==> src/rtl/vid_upd_pkg.sv <==
package vid_upd_pkg;
  localparam int ADDR_W = 14;
  localparam int IDX_W  = 5;
  localparam int DATA_W = 8;
  localparam int HI_W   = ADDR_W - DATA_W;

  localparam logic [IDX_W-1:0] IDX_TGT_HI = IDX_W'(18);
  localparam logic [IDX_W-1:0] IDX_TGT_LO = IDX_W'(19);
  localparam logic [IDX_W-1:0] IDX_KICK   = IDX_W'(31);

  typedef struct packed {
    logic transparent;
    logic interleave;
    logic strobe;
  } upd_mode_t;
endpackage

==> src/rtl/upd_target_reg.sv <==
module upd_target_reg #(
  parameter int ADDR_W = 14,
  parameter int DATA_W = 8
) (
  input  logic              clk,
  input  logic              rst,
  input  logic              load_hi,
  input  logic              load_lo,
  input  logic [DATA_W-1:0] wdata,
  input  logic              serve,
  output logic [ADDR_W-1:0] addr_q
);
  localparam int HI_W = ADDR_W - DATA_W;

  logic [ADDR_W-1:0] addr_n;

  always_comb begin
    addr_n = addr_q;
    if (load_hi || load_lo) begin
      if (load_hi) addr_n[ADDR_W-1:DATA_W] = wdata[HI_W-1:0];
      if (load_lo) addr_n[DATA_W-1:0]      = wdata;
    end else if (serve) begin
      addr_n = addr_q + ADDR_W'(1);
    end
  end

  always_ff @(posedge clk) begin
    if (rst) addr_q <= '0;
    else     addr_q <= addr_n;
  end


  addr_inc_chk: assert property (@(posedge clk) disable iff (rst)
    (serve && !load_hi && !load_lo) |=> addr_q == ADDR_W'($past(addr_q) + ADDR_W'(1)));


  addr_hold_chk: assert property (@(posedge clk) disable iff (rst)
    (!serve && !load_hi && !load_lo) |=> $stable(addr_q));
endmodule

==> src/rtl/upd_req_track.sv <==
module upd_req_track (
  input  logic                  clk,
  input  logic                  rst,
  input  logic                  req,
  input  vid_upd_pkg::upd_mode_t mode,
  input  logic                  phase,
  input  logic                  hblank,
  input  logic                  vblank,
  output logic                  serve,
  output logic                  pend_q,
  output logic                  ready_q
);
  logic window;

  always_comb begin
    window = mode.interleave ? phase : (hblank || vblank);
    serve  = pend_q && mode.transparent && window;
  end

  always_ff @(posedge clk) begin
    if (rst) begin
      pend_q  <= 1'b0;
      ready_q <= 1'b0;
    end else begin
      pend_q <= req || (pend_q && !serve);
      if (req)        ready_q <= 1'b0;
      else if (serve) ready_q <= 1'b1;
    end
  end


  pend_hold_chk: assert property (@(posedge clk) disable iff (rst)
    (pend_q && !serve) |=> pend_q);


  ready_set_chk: assert property (@(posedge clk) disable iff (rst)
    (serve && !req) |=> ready_q);


  ready_clr_chk: assert property (@(posedge clk) disable iff (rst)
    req |=> !ready_q);


  shared_idle_chk: assert property (@(posedge clk) disable iff (rst)
    !mode.transparent |-> !serve);
endmodule

==> src/rtl/upd_bus_mux.sv <==
module upd_bus_mux #(
  parameter int ADDR_W = 14
) (
  input  logic                  clk,
  input  logic                  rst,
  input  vid_upd_pkg::upd_mode_t mode,
  input  logic                  phase,
  input  logic                  serve,
  input  logic [ADDR_W-1:0]     refresh_addr,
  input  logic [ADDR_W-1:0]     target_addr,
  input  logic                  ras4,
  output logic [ADDR_W-1:0]     mem_addr_q,
  output logic                  aux_q
);
  logic show_target;

  always_comb begin
    show_target = mode.transparent && ((mode.interleave && phase) || serve);
  end

  always_ff @(posedge clk) begin
    if (rst) begin
      mem_addr_q <= '0;
      aux_q      <= 1'b0;
    end else begin
      mem_addr_q <= show_target ? target_addr : refresh_addr;
      aux_q      <= mode.strobe ? serve : ras4;
    end
  end


  shared_bus_chk: assert property (@(posedge clk) disable iff (rst)
    !mode.transparent |=> mem_addr_q == $past(refresh_addr));


  strobe_mode_chk: assert property (@(posedge clk) disable iff (rst)
    (mode.strobe && !serve) |=> !aux_q);
endmodule

==> src/rtl/vid_upd_ctrl.sv <==
module vid_upd_ctrl
  import vid_upd_pkg::*;
(
  input  logic              clk,
  input  logic              rst,
  input  logic              cpu_acc,
  input  logic              cpu_wr,
  input  logic [IDX_W-1:0]  cpu_idx,
  input  logic [DATA_W-1:0] cpu_wdata,
  input  logic              phase,
  input  logic              hblank,
  input  logic              vblank,
  input  logic [ADDR_W-1:0] refresh_addr,
  input  logic              ras4,
  input  logic              mode_transparent,
  input  logic              mode_interleave,
  input  logic              mode_strobe,
  output logic [ADDR_W-1:0] mem_addr,
  output logic              ma_aux,
  output logic              upd_ready
);
  upd_mode_t         mode;
  logic              load_hi, load_lo, kick, serve, pend;
  logic [ADDR_W-1:0] target;

  always_comb begin
    mode.transparent = mode_transparent;
    mode.interleave  = mode_interleave;
    mode.strobe      = mode_strobe;
    load_hi = cpu_acc && cpu_wr && (cpu_idx == IDX_TGT_HI);
    load_lo = cpu_acc && cpu_wr && (cpu_idx == IDX_TGT_LO);
    kick    = cpu_acc && (cpu_idx == IDX_KICK);
  end

  upd_target_reg #(.ADDR_W(ADDR_W), .DATA_W(DATA_W)) u_tgt (
    .clk(clk), .rst(rst), .load_hi(load_hi), .load_lo(load_lo),
    .wdata(cpu_wdata), .serve(serve), .addr_q(target)
  );

  upd_req_track u_req (
    .clk(clk), .rst(rst), .req(kick), .mode(mode), .phase(phase),
    .hblank(hblank), .vblank(vblank), .serve(serve), .pend_q(pend),
    .ready_q(upd_ready)
  );

  upd_bus_mux #(.ADDR_W(ADDR_W)) u_mux (
    .clk(clk), .rst(rst), .mode(mode), .phase(phase), .serve(serve),
    .refresh_addr(refresh_addr), .target_addr(target), .ras4(ras4),
    .mem_addr_q(mem_addr), .aux_q(ma_aux)
  );


  merge_chk: assert property (@(posedge clk) disable iff (rst)
    (pend && kick && !serve) |=> pend);
endmodule

==> config.mk <==
export PLATFORM = sky130hd
export DESIGN_NAME = vid_upd_ctrl
export DESIGN_NICKNAME = d
export VERILOG_FILES = /design/src/rtl/vid_upd_pkg.sv /design/src/rtl/upd_target_reg.sv /design/src/rtl/upd_req_track.sv /design/src/rtl/upd_bus_mux.sv /design/src/rtl/vid_upd_ctrl.sv
export SDC_FILE = /design/constraint.sdc
export NUM_CORES = 1
export LEC_CHECK = 0
export ABC_AREA = 1
export BUFFER_PORTS_ARGS = -buffer_cell sky130_fd_sc_hd__buf_4
export CAP_MARGIN = 20
export CORE_AREA = 2 2 68 70
export DETAILED_ROUTE_END_ITERATION = 7
export DIE_AREA = 0 0 70 72
export PLACE_DENSITY_LB_ADDON = 0.08
export SLEW_MARGIN = 20
export SYNTH_ARGS = -nofsm -noshare
export SYNTH_HDL_FRONTEND = slang
export SYNTH_SLANG_ARGS = --single-unit
==> constraint.sdc <==
create_clock -name clk -period 1.33 [get_ports clk]
set_clock_uncertainty 0.15 [all_clocks]
set_input_delay 0.266 -clock clk [delete_from_list [all_inputs] [get_ports clk]]
set_output_delay 0.266 -clock clk [all_outputs]
set_load 0.005 [all_outputs]
# After elaboration in Yosys (flattened, before gate mapping)
# Cells that the tools add are included.
[word_totals] register_bits=31 word_cells=37
[classes] n_mux=7 addsub=1 reduce_logical=18 n_eq_ne=5
[ops] cell="$mux W14" count=3
[ops] cell="$eq A5 B5 Y1 const B" count=3
[ops] cell="$add A14 B1 Y14 const B" count=1
[ops] cell="$logic_and A1 B1 Y1" count=9
[ops] cell="$mux W8" count=1
[ops] cell="$mux W6" count=1
[ops] cell="$logic_or A1 B1 Y1" count=4
[ops] cell="$ne A2 B1 Y1 const B" count=2
[ops] cell="$reduce_and A2 Y1" count=2
[ops] cell="$mux W1" count=2
[ops] cell="$reduce_bool A2 Y1" count=1
[ops] cell="$reduce_or A2 Y1" count=1
[ops] cell="$logic_not A1 Y1" count=1

# Logic depth before layout (Yosys ltp)
# Gate-level depths: netlist of the first run.
[logic_depth] ltp_word=6 depth_mapped=10 mapped_depth_nobuf=9

# By module
# A second synthesis of the first run with hierarchy kept.
[hier_totals] hier_cells=274 area_unflattened_um2=1793.0
[modules_own_cells] module="upd_target_reg" cells_each=149 area_per_inst_um2=947.2 seq_area_each_um2=280.3 instances=1
[modules_own_cells] module="upd_bus_mux" cells_each=97 area_per_inst_um2=690.7 seq_area_each_um2=300.3 instances=1
[modules_own_cells] module="upd_req_track" cells_each=17 area_per_inst_um2=110.1 seq_area_each_um2=40.0 instances=1
[modules_own_cells] module="vid_upd_ctrl" cells_each=11 area_per_inst_um2=45.0 seq_area_each_um2=0.0 instances=1

# Least setup slack after synthesis of the first run
# No wires, ideal clock.
[synth_path] path_kind="register to register" startpoint="register u_tgt.addr_q[0]" endpoint="register u_tgt.addr_q[10]" path_slack_ns=-0.050 synth_period_minus_slack_ns=1.380 setup_ns=0.112 path_stages_with_launch=9 arrival_ns=1.118 required_ns=1.068 cell_sequence="dfxtp_1 > ha_1 > nand3_1 > nor2_1 > nand3_1 > nand2_1 > nor2_1 > nor2_1 > nor2_1"
[synth_between] elab_chain_len=3
[synth_rtl] item="from (decl)" line="upd_target_reg.sv:11" source="output logic [ADDR_W-1:0] addr_q"
[synth_rtl] item="from (signal assigned)" line="upd_target_reg.sv:29" source="else addr_q <= addr_n;"
[synth_rtl] item="$add A14 B1 Y14" line="upd_target_reg.sv:23" source="addr_n = addr_q + ADDR_W'(1);"
[synth_rtl] item="$mux W14" line="upd_target_reg.sv:22" source="end else if (serve) begin"
[synth_rtl] item="$mux W14" line="upd_target_reg.sv:19" source="if (load_hi || load_lo) begin"
# No other way between the ends. The select of a mux whose other input is x is not followed.
# A chain may end at the register's enable or synchronous reset.

# Final worst setup path of the first run
# Ends and elaborated chain as after synthesis.

==> out/qor.yml, run 1 <==
status: "complete, but fails checks"
violations: "negative setup slack"
drtAntennaViolNets: 0
grt_start_max_net_pins: 31
synthAdderAreaFrac_pct: 0.761
critPathSlowestCell: "dfxtp_4"
maxSlewViolCount: 0
post_dp_cell_area_sq_mm: 0.00227
power.internal_w: 0.00158
place_congestion: 0.869
gr-usage-all-layers_pct: 18.9
cp_top_family: "simple AND/OR/NAND/NOR gates"
antenna_found_initial: 0
grt_overflow: 0
slowest_delay_ns: 0.38
grt_pass1_wl_microns: 7560
ys_types: 22
hold_path.class: "input port to register"
worstPathCellList: "ha_4 -> nand3_4 -> nor2_4 -> nand3_2 -> nand2_1 -> nor2_1 -> nor2_1 -> nor2_1"
nFillCells: 420
crit_fanout: 3
num_antenna_cells: 0
synth_xor_area_share_pct: 1.60
pwr-share-clk_pct: 40.1
combPwrFrac_pct: 13.2
multi_input_area_sq_mm: 0.00108
fp.dieW_microns: 70
dieHeight_microns: 72
tightest_slew_ns: 0.245
worstSetupPathType: "register to register"
cts_max_path_buffers: 2
critPathCaptureType: "register"
dp.final_hpwl_microns: 3230
drtPass1Iterations: 4
grt_pass1_vias: 1773
worst_ep_arrival_time_ns: 1.39
finalSetupViolCount: 3
hold_viol: 0
drc: 0
setup_slack_ns: -0.0253
critPathRequiredTime_ns: 1.36
preCtsSetupSlack_ns: -0.251
swShare_pct: 23.4
drv_cap: 0
power_frac_seq_pct: 46.7
max_freq_mhz: 738
clkTransAtPathRegs_ns: 0.07
worst-path-buf-inv: 0
synth-simple-area-share_pct: 38.4
final.setup.tns_ns: -0.0500
die_area_sq_mm: 0.00504
synth_top_family_by_area: "simple AND/OR/NAND/NOR gates"
powerDensity_mw_per_mm2: 795
synthCells: 265
synthMuxAreaShare_pct: 0
crit_start: "u_tgt.addr_q[0]$_SDFFE_PP0P_"
cts_tree: "built"
yosysWarnings: 0
ir_drop_mv: 0.387
worst_slew_margin_rel_pct: 83.6
wl_per_cell_microns: 11.7
period_minus_slack_ns: 1.36
vias: 1831
drt_iter0_markers: 119
htreeDepth: 2
clock_sinks: 31
wl_microns: 4590
syn-cell-area_sq_mm: 0.00164
r2r-start: "u_tgt.addr_q[0]$_SDFFE_PP0P_"
rsz0062_at_grt: "true"
fin_crit_sh_pct: 102
viasPerCell: 4.66
final_area_sq_mm: 0.00260
area_growth_pct: 58.3
rows: 24
clk_latency_ns: 0.28
initial_core_util_pct: 38.6
coreArea_sq_mm: 0.00426
syn_avg_cell_area_sq_um: 6.20
whs_ns: 0.0132
synth_compound_area_share_pct: 13.3
leakage_nw: 1.27
start_kind: "register"
p_switching_w: 0.000485
boundaryPins: 54
cts_made_buffers: 5
seq_area_frac_synth_pct: 37.7
hold_start: "mode_strobe"
io_buffers: 53
cp_common_cell: "nor2_1"
clock_tree.root_cell: "clkbuf_8"
ys_ff_latch: 31
syn_nets: 304
drive_gt1_share_pct: 37.8
regArea_sq_um: 651
fin_nets: 379
==> layout by cell type (no fill, tap or decap), types with 2 or more instances in the layout <==
cell,n
dfxtp_4,7
buf_4,68
o21ai_0,12
xor2_1,2
nand2_2,5
buf_12,3
nand4_1,2
nand3_1,11
o21ai_1,7
buf_6,3
inv_2,4
o21ai_2,2
nor2_4,8
nand3_2,3
nand2_1,75
inv_1,20
a21oi_1,18
dfxtp_1,21
nor2_2,5
nand3_4,3
nand2_4,4
dfxtp_2,3
clkbuf_8,7
nor2_1,40
==> cells by family after synthesis <==
group	Yosys count
compound gates	41
xor+xnor	3
fa+ha+maj	1
buf+inv	32
flops	31
simple gates	157
==> metrics by stage <==
stage / utilization, % / instances / total power (W)
2_1_floorplan: - / 265 / 0.00109
3_3_place_gp: 53.3 / 380 / 0.00126
3_5_place_dp: 53.3 / 380 / 0.00126
4_1_cts: 58.1 / 391 / 0.00208
5_1_grt: 61.0 / 393 / 0.00216
6_report: 61.0 / 393 / 0.00207
==> registers in the layout (all words and copies together) (netlist names) <==
signal and cells:
u_mux.aux_q 1, u_req.ready_q 1, u_req.pend_q 1, u_tgt.addr_q 14, u_mux.mem_addr_q 14
==> routing by layer <==
layer	global-route usage (%)	part of all wire, %
met1	20.6	43
met4	6.84	1.4
met3	5.56	5.9
met5	0	0
met2	34.9	50
==> power groups by stage <==
stage               Clock [W]  Sequential [W]  Combinational [W]
floorplan                   0         0.00100          0.0000868
global placement            0        0.000997           0.000259
detailed placement          0        0.000998           0.000262
CTS                  0.000845        0.000973           0.000267
global route         0.000890        0.000970           0.000301
finish               0.000829        0.000967           0.000273
==> area by class of cell <==
cell class	count	area share, %
sequential	31	25.0
tap	52	2.50
inverter	25	3.70
timing repair buffer	75	23.6
multi-input combinational	202	41.3
clock buffer	8	3.85
==> worst paths after layout <==
kind                            slack [ns]                       endpoint  cells past startpoint
worst max-delay path                 -0.03  u_tgt.addr_q[10]$_SDFFE_PP0P_                      8
worst min-delay path                  0.01         u_mux.aux_q$_SDFF_PP0_                      2
worst max register to register       -0.03  u_tgt.addr_q[10]$_SDFFE_PP0P_                      8
worst min register to register        0.30        u_req.pend_q$_SDFF_PP0_                      2
==> cells in the mapped netlist <==
library cell	count	share of area, %
nor2_1	51	12
nor2_4	1	0.68
inv_1	24	5.5
o21ai_0	21	6.4
xnor2_1	1	0.53
nand2_1	83	19
nor2_2	1	0.38
nand3b_1	1	0.46
a21oi_4	1	0.99
a21oi_1	18	5.5
dfxtp_1	31	38
clkbuf_1	3	0.68
xor2_1	2	1.1
inv_2	1	0.23
buf_4	1	0.46
o21bai_1	1	0.46
ha_1	1	0.76
nand4_1	2	0.76
nand3_1	17	5.2
buf_6	1	0.68
buf_2	2	0.61
nand2_2	1	0.38
==> what timing repair did <==
action	in CTS	in global routing
setup buffers	2	2
resized for setup	27	39
hold buffers	1	0
pin swaps	11	19
hold endpoints to repair	1	0
setup endpoints to repair	10	24
No activity file was read; power rests on OpenSTA's default activity.
==> inputs of run 2 (changes only) <==
--- a/config.mk
+++ b/config.mk
@@ -8,11 +8,12 @@
 export ABC_AREA = 1
 export BUFFER_PORTS_ARGS = -buffer_cell sky130_fd_sc_hd__buf_4
 export CAP_MARGIN = 20
-export CORE_AREA = 2 2 68 70
+export CORE_AREA = 2 2 70 72
+export CTS_BUF_LIST = sky130_fd_sc_hd__clkbuf_8
 export DETAILED_ROUTE_END_ITERATION = 7
-export DIE_AREA = 0 0 70 72
+export DIE_AREA = 0 0 72 74
 export PLACE_DENSITY_LB_ADDON = 0.08
-export SLEW_MARGIN = 20
 export SYNTH_ARGS = -nofsm -noshare
 export SYNTH_HDL_FRONTEND = slang
+export SYNTH_HIERARCHICAL = 1
 export SYNTH_SLANG_ARGS = --single-unit
==> out/qor.yml, run 2 <==
status: "complete, but fails checks"
violations: "negative setup slack"
r2r-start: "u_tgt/addr_q[0]$_SDFFE_PP0P_"
fin_crit_sh_pct: 105
syn_avg_cell_area_sq_um: 6.54
synthCells: 274
grt_use_met3_pct: 4.07
busiest_layer: "met2"
pwr-share-clk_pct: 34.5
boundaryPins: 54
use_met2_pct: 28.5
seq_area_frac_synth_pct: 34.6
wl_per_cell_microns: 12.5
nFillCells: 427
layout_commonest_cell: "buf_4"
worst-path-buf-inv: 0
area_growth_pct: 64.5
worst_slew_margin_rel_pct: 68.9
final.setup.tns_ns: -0.291
final_cell_mix: "buf_4 (84), inv_1 (38), nand2_1 (38), dfxtp_1 (25), nor2_1 (24)"
cts_hold_buf: 0
hold_start: "mode_strobe"
swShare_pct: 25.9
dp.final_hpwl_microns: 3420
syn_nets: 313
worst-r2r-cell-count: 7
clock_tree.root_cell: "clkbuf_8"
biggestRegsByFlops: "u_mux/mem_addr_q: 14 flops, u_tgt/addr_q: 14 flops"
yosysMostFrequentCell: "nand2_1"
antenna_found_initial: 0
clock_sinks: 31
yosysTopAreaCell: "dfxtp_1"
drv_cap: 0
place_congestion: 0.891
yosysWarnings: 6
met1_usage_pct: 25.0
setup_slack_ns: -0.0715
ir_drop_mv: 0.335
synthArstFlopShare_pct: 0
num_antenna_cells: 0
gr-usage-all-layers_pct: 18.2
start_kind: "register"
ff2ff_setup_slack_ns: -0.07
worst_ep_arrival_time_ns: 1.47
powerDensity_mw_per_mm2: 685
initial_core_util_pct: 39.0
tightest_slew_ns: 0.466
ys_dominant_reg_cell: "dfxtp_1"
grt_start_max_net_pins: 29
drtPass1Iterations: 4
p_switching_w: 0.000524
clkTransAtPathRegs_ns: 0.07
timing.rr.end: "u_tgt/addr_q[10]$_SDFFE_PP0P_"
wl_microns: 5220
coreArea_sq_mm: 0.00460
drc: 0
worstSetupPathType: "register to register"
multi_input_area_sq_mm: 0.00130
finalSetupViolCount: 11
syn-cell-area_sq_mm: 0.00179
grt_pass1_wl_microns: 7550
cp_top_family: "simple AND/OR/NAND/NOR gates"
whs_ns: 0.0241
ys_top_cells_by_count: "nand2_1 (51), inv_1 (38), a21oi_1 (34)"
rows: 25
place_inst: 401
fin_nets: 402
ys_ff_latch: 31
cts_max_path_buffers: 2
maxSlewViolCount: 0
viasPerCell: 4.88
die_area_sq_mm: 0.00533
fp.dieW_microns: 72
vias: 2041
regArea_sq_um: 633
dieHeight_microns: 74
critPathRequiredTime_ns: 1.40
final_cells: 418
drtAntennaViolNets: 0
clk_latency_ns: 0.28
cts_made_buffers: 5
synthTopCellsByArea: "dfxtp_1 (35%), nand2_1 (11%), a21oi_1 (9.5%), nand3_1 (8.4%), inv_1 (8.0%)"
min_path_cells: 2
combPwrFrac_pct: 17.4
critPathCaptureType: "register"
crit_fanout: 6
power.internal_w: 0.00150
synth.top_cell.area_share_pct: 34.6
ys_types: 26
synth_edf_count: 0
rsz0062_at_grt: "true"
max_freq_mhz: 713
slowest_delay_ns: 0.37
grt_pass1_vias: 1716
grt_overflow: 0
io_buffers: 53
period_minus_slack_ns: 1.40
cts_tree: "built"
hold_path.class: "input port to register"
critPathSlowestCell: "dfxtp_4"
power_frac_seq_pct: 48.1
leakage_nw: 1.32
drt_iter0_markers: 119
worstPathCellList: "ha_4 -> nand2_4 -> nor2_4 -> nand2_2 -> o21bai_2 -> nand3_2 -> a21oi_2"
hold_viol: 0
drive_gt1_share_pct: 50.0
htreeDepth: 2
min_to: "u_mux/aux_q$_SDFF_PP0_"
## run 2: cell count changes after synthesis, sizes merged, moves of 4 or more
cell | previous run | this run
nor2 | 53 | 35
nand4 | 2 | 6
inv | 25 | 41
nand3 | 17 | 32
a21oi | 19 | 36
nand2 | 84 | 56
buf | 4 | 10
## run 2: timing repair
item	in CTS	in global routing
hold endpoints to repair	0	0
pin swaps	3	9
endpoints found under the setup margin	27	28
gates resized for setup	17	70
setup buffers	2	4
gates cloned	0	4
## run 2: layout make-up
type	count	area share [%]
clock inverters	3	0.424
well taps	54	2.29
multi-input cells	195	44.2
inverters	42	6.11
repair buffers	88	23.2
clock buffers	5	2.33
flip-flops and latches	31	21.5
## run 2: through the flow
stage          cell area [sq um]  power [W]  utilization, %  worst slack [ns]
4_1_cts                     2590    0.00199            56.3           -0.0656
3_3_place_gp                2430    0.00128            52.8            -0.260
6_report                    2950    0.00202            64.2           -0.0715
3_5_place_dp                2430    0.00128            52.8            -0.265
2_1_floorplan               1820    0.00112               -           -0.0170
5_1_grt                     2950    0.00213            64.2            -0.170
## run 2: cell families (layout without fill, tap and decap cells)
group	Yosys count	after routing	synth area share, %
flops	31	31	34.6
fa+ha+maj	1	1	0.698
simple gates	130	134	33.5
compound gates	60	60	18.1
buf+inv	52	138	13.0
## run 2: power by group through the flow
stage	logic [W]	clock network (W)	registers (W)
floorplan	0.000125	0	0.00100
global placement	0.000287	0	0.000995
detailed placement	0.000289	0	0.000995
CTS	0.000295	0.000723	0.000972
global route	0.000385	0.000769	0.000972
finish	0.000352	0.000697	0.000971
## run 2: worst register-to-register path, delay by kind of cell (launching register included)
| kind | cells | cell delay (ns) |
|---|---|---|
| AO/OA/AOI/OAI | 2 | 0.24 |
| flip-flops | 1 | 0.37 |
| adder cells (fa/ha/maj) | 1 | 0.15 |
| AND/OR/NAND/NOR | 4 | 0.44 |
## run 2: layer usage
metal | routed length, microns | part of all wire [%]
met1 | 2270 | 43
met2 | 2560 | 49
met3 | 337 | 6.5
met4 | 62 | 1.2
met5 | 0 | 0
## run 2: worst max-delay path by stage
stage,start,end,cells after the start
global route,u_tgt/addr_q[0]$_SDFFE_PP0P_,u_tgt/addr_q[13]$_SDFFE_PP0P_,7
detailed placement,cpu_acc,u_tgt/addr_q[5]$_SDFFE_PP0P_,11
finish,u_tgt/addr_q[0]$_SDFFE_PP0P_,u_tgt/addr_q[10]$_SDFFE_PP0P_,7
floorplan,cpu_acc,u_tgt/addr_q[10]$_SDFFE_PP0P_,10
global placement,cpu_acc,u_tgt/addr_q[13]$_SDFFE_PP0P_,10
CTS,u_tgt/addr_q[0]$_SDFFE_PP0P_,u_tgt/addr_q[10]$_SDFFE_PP0P_,7
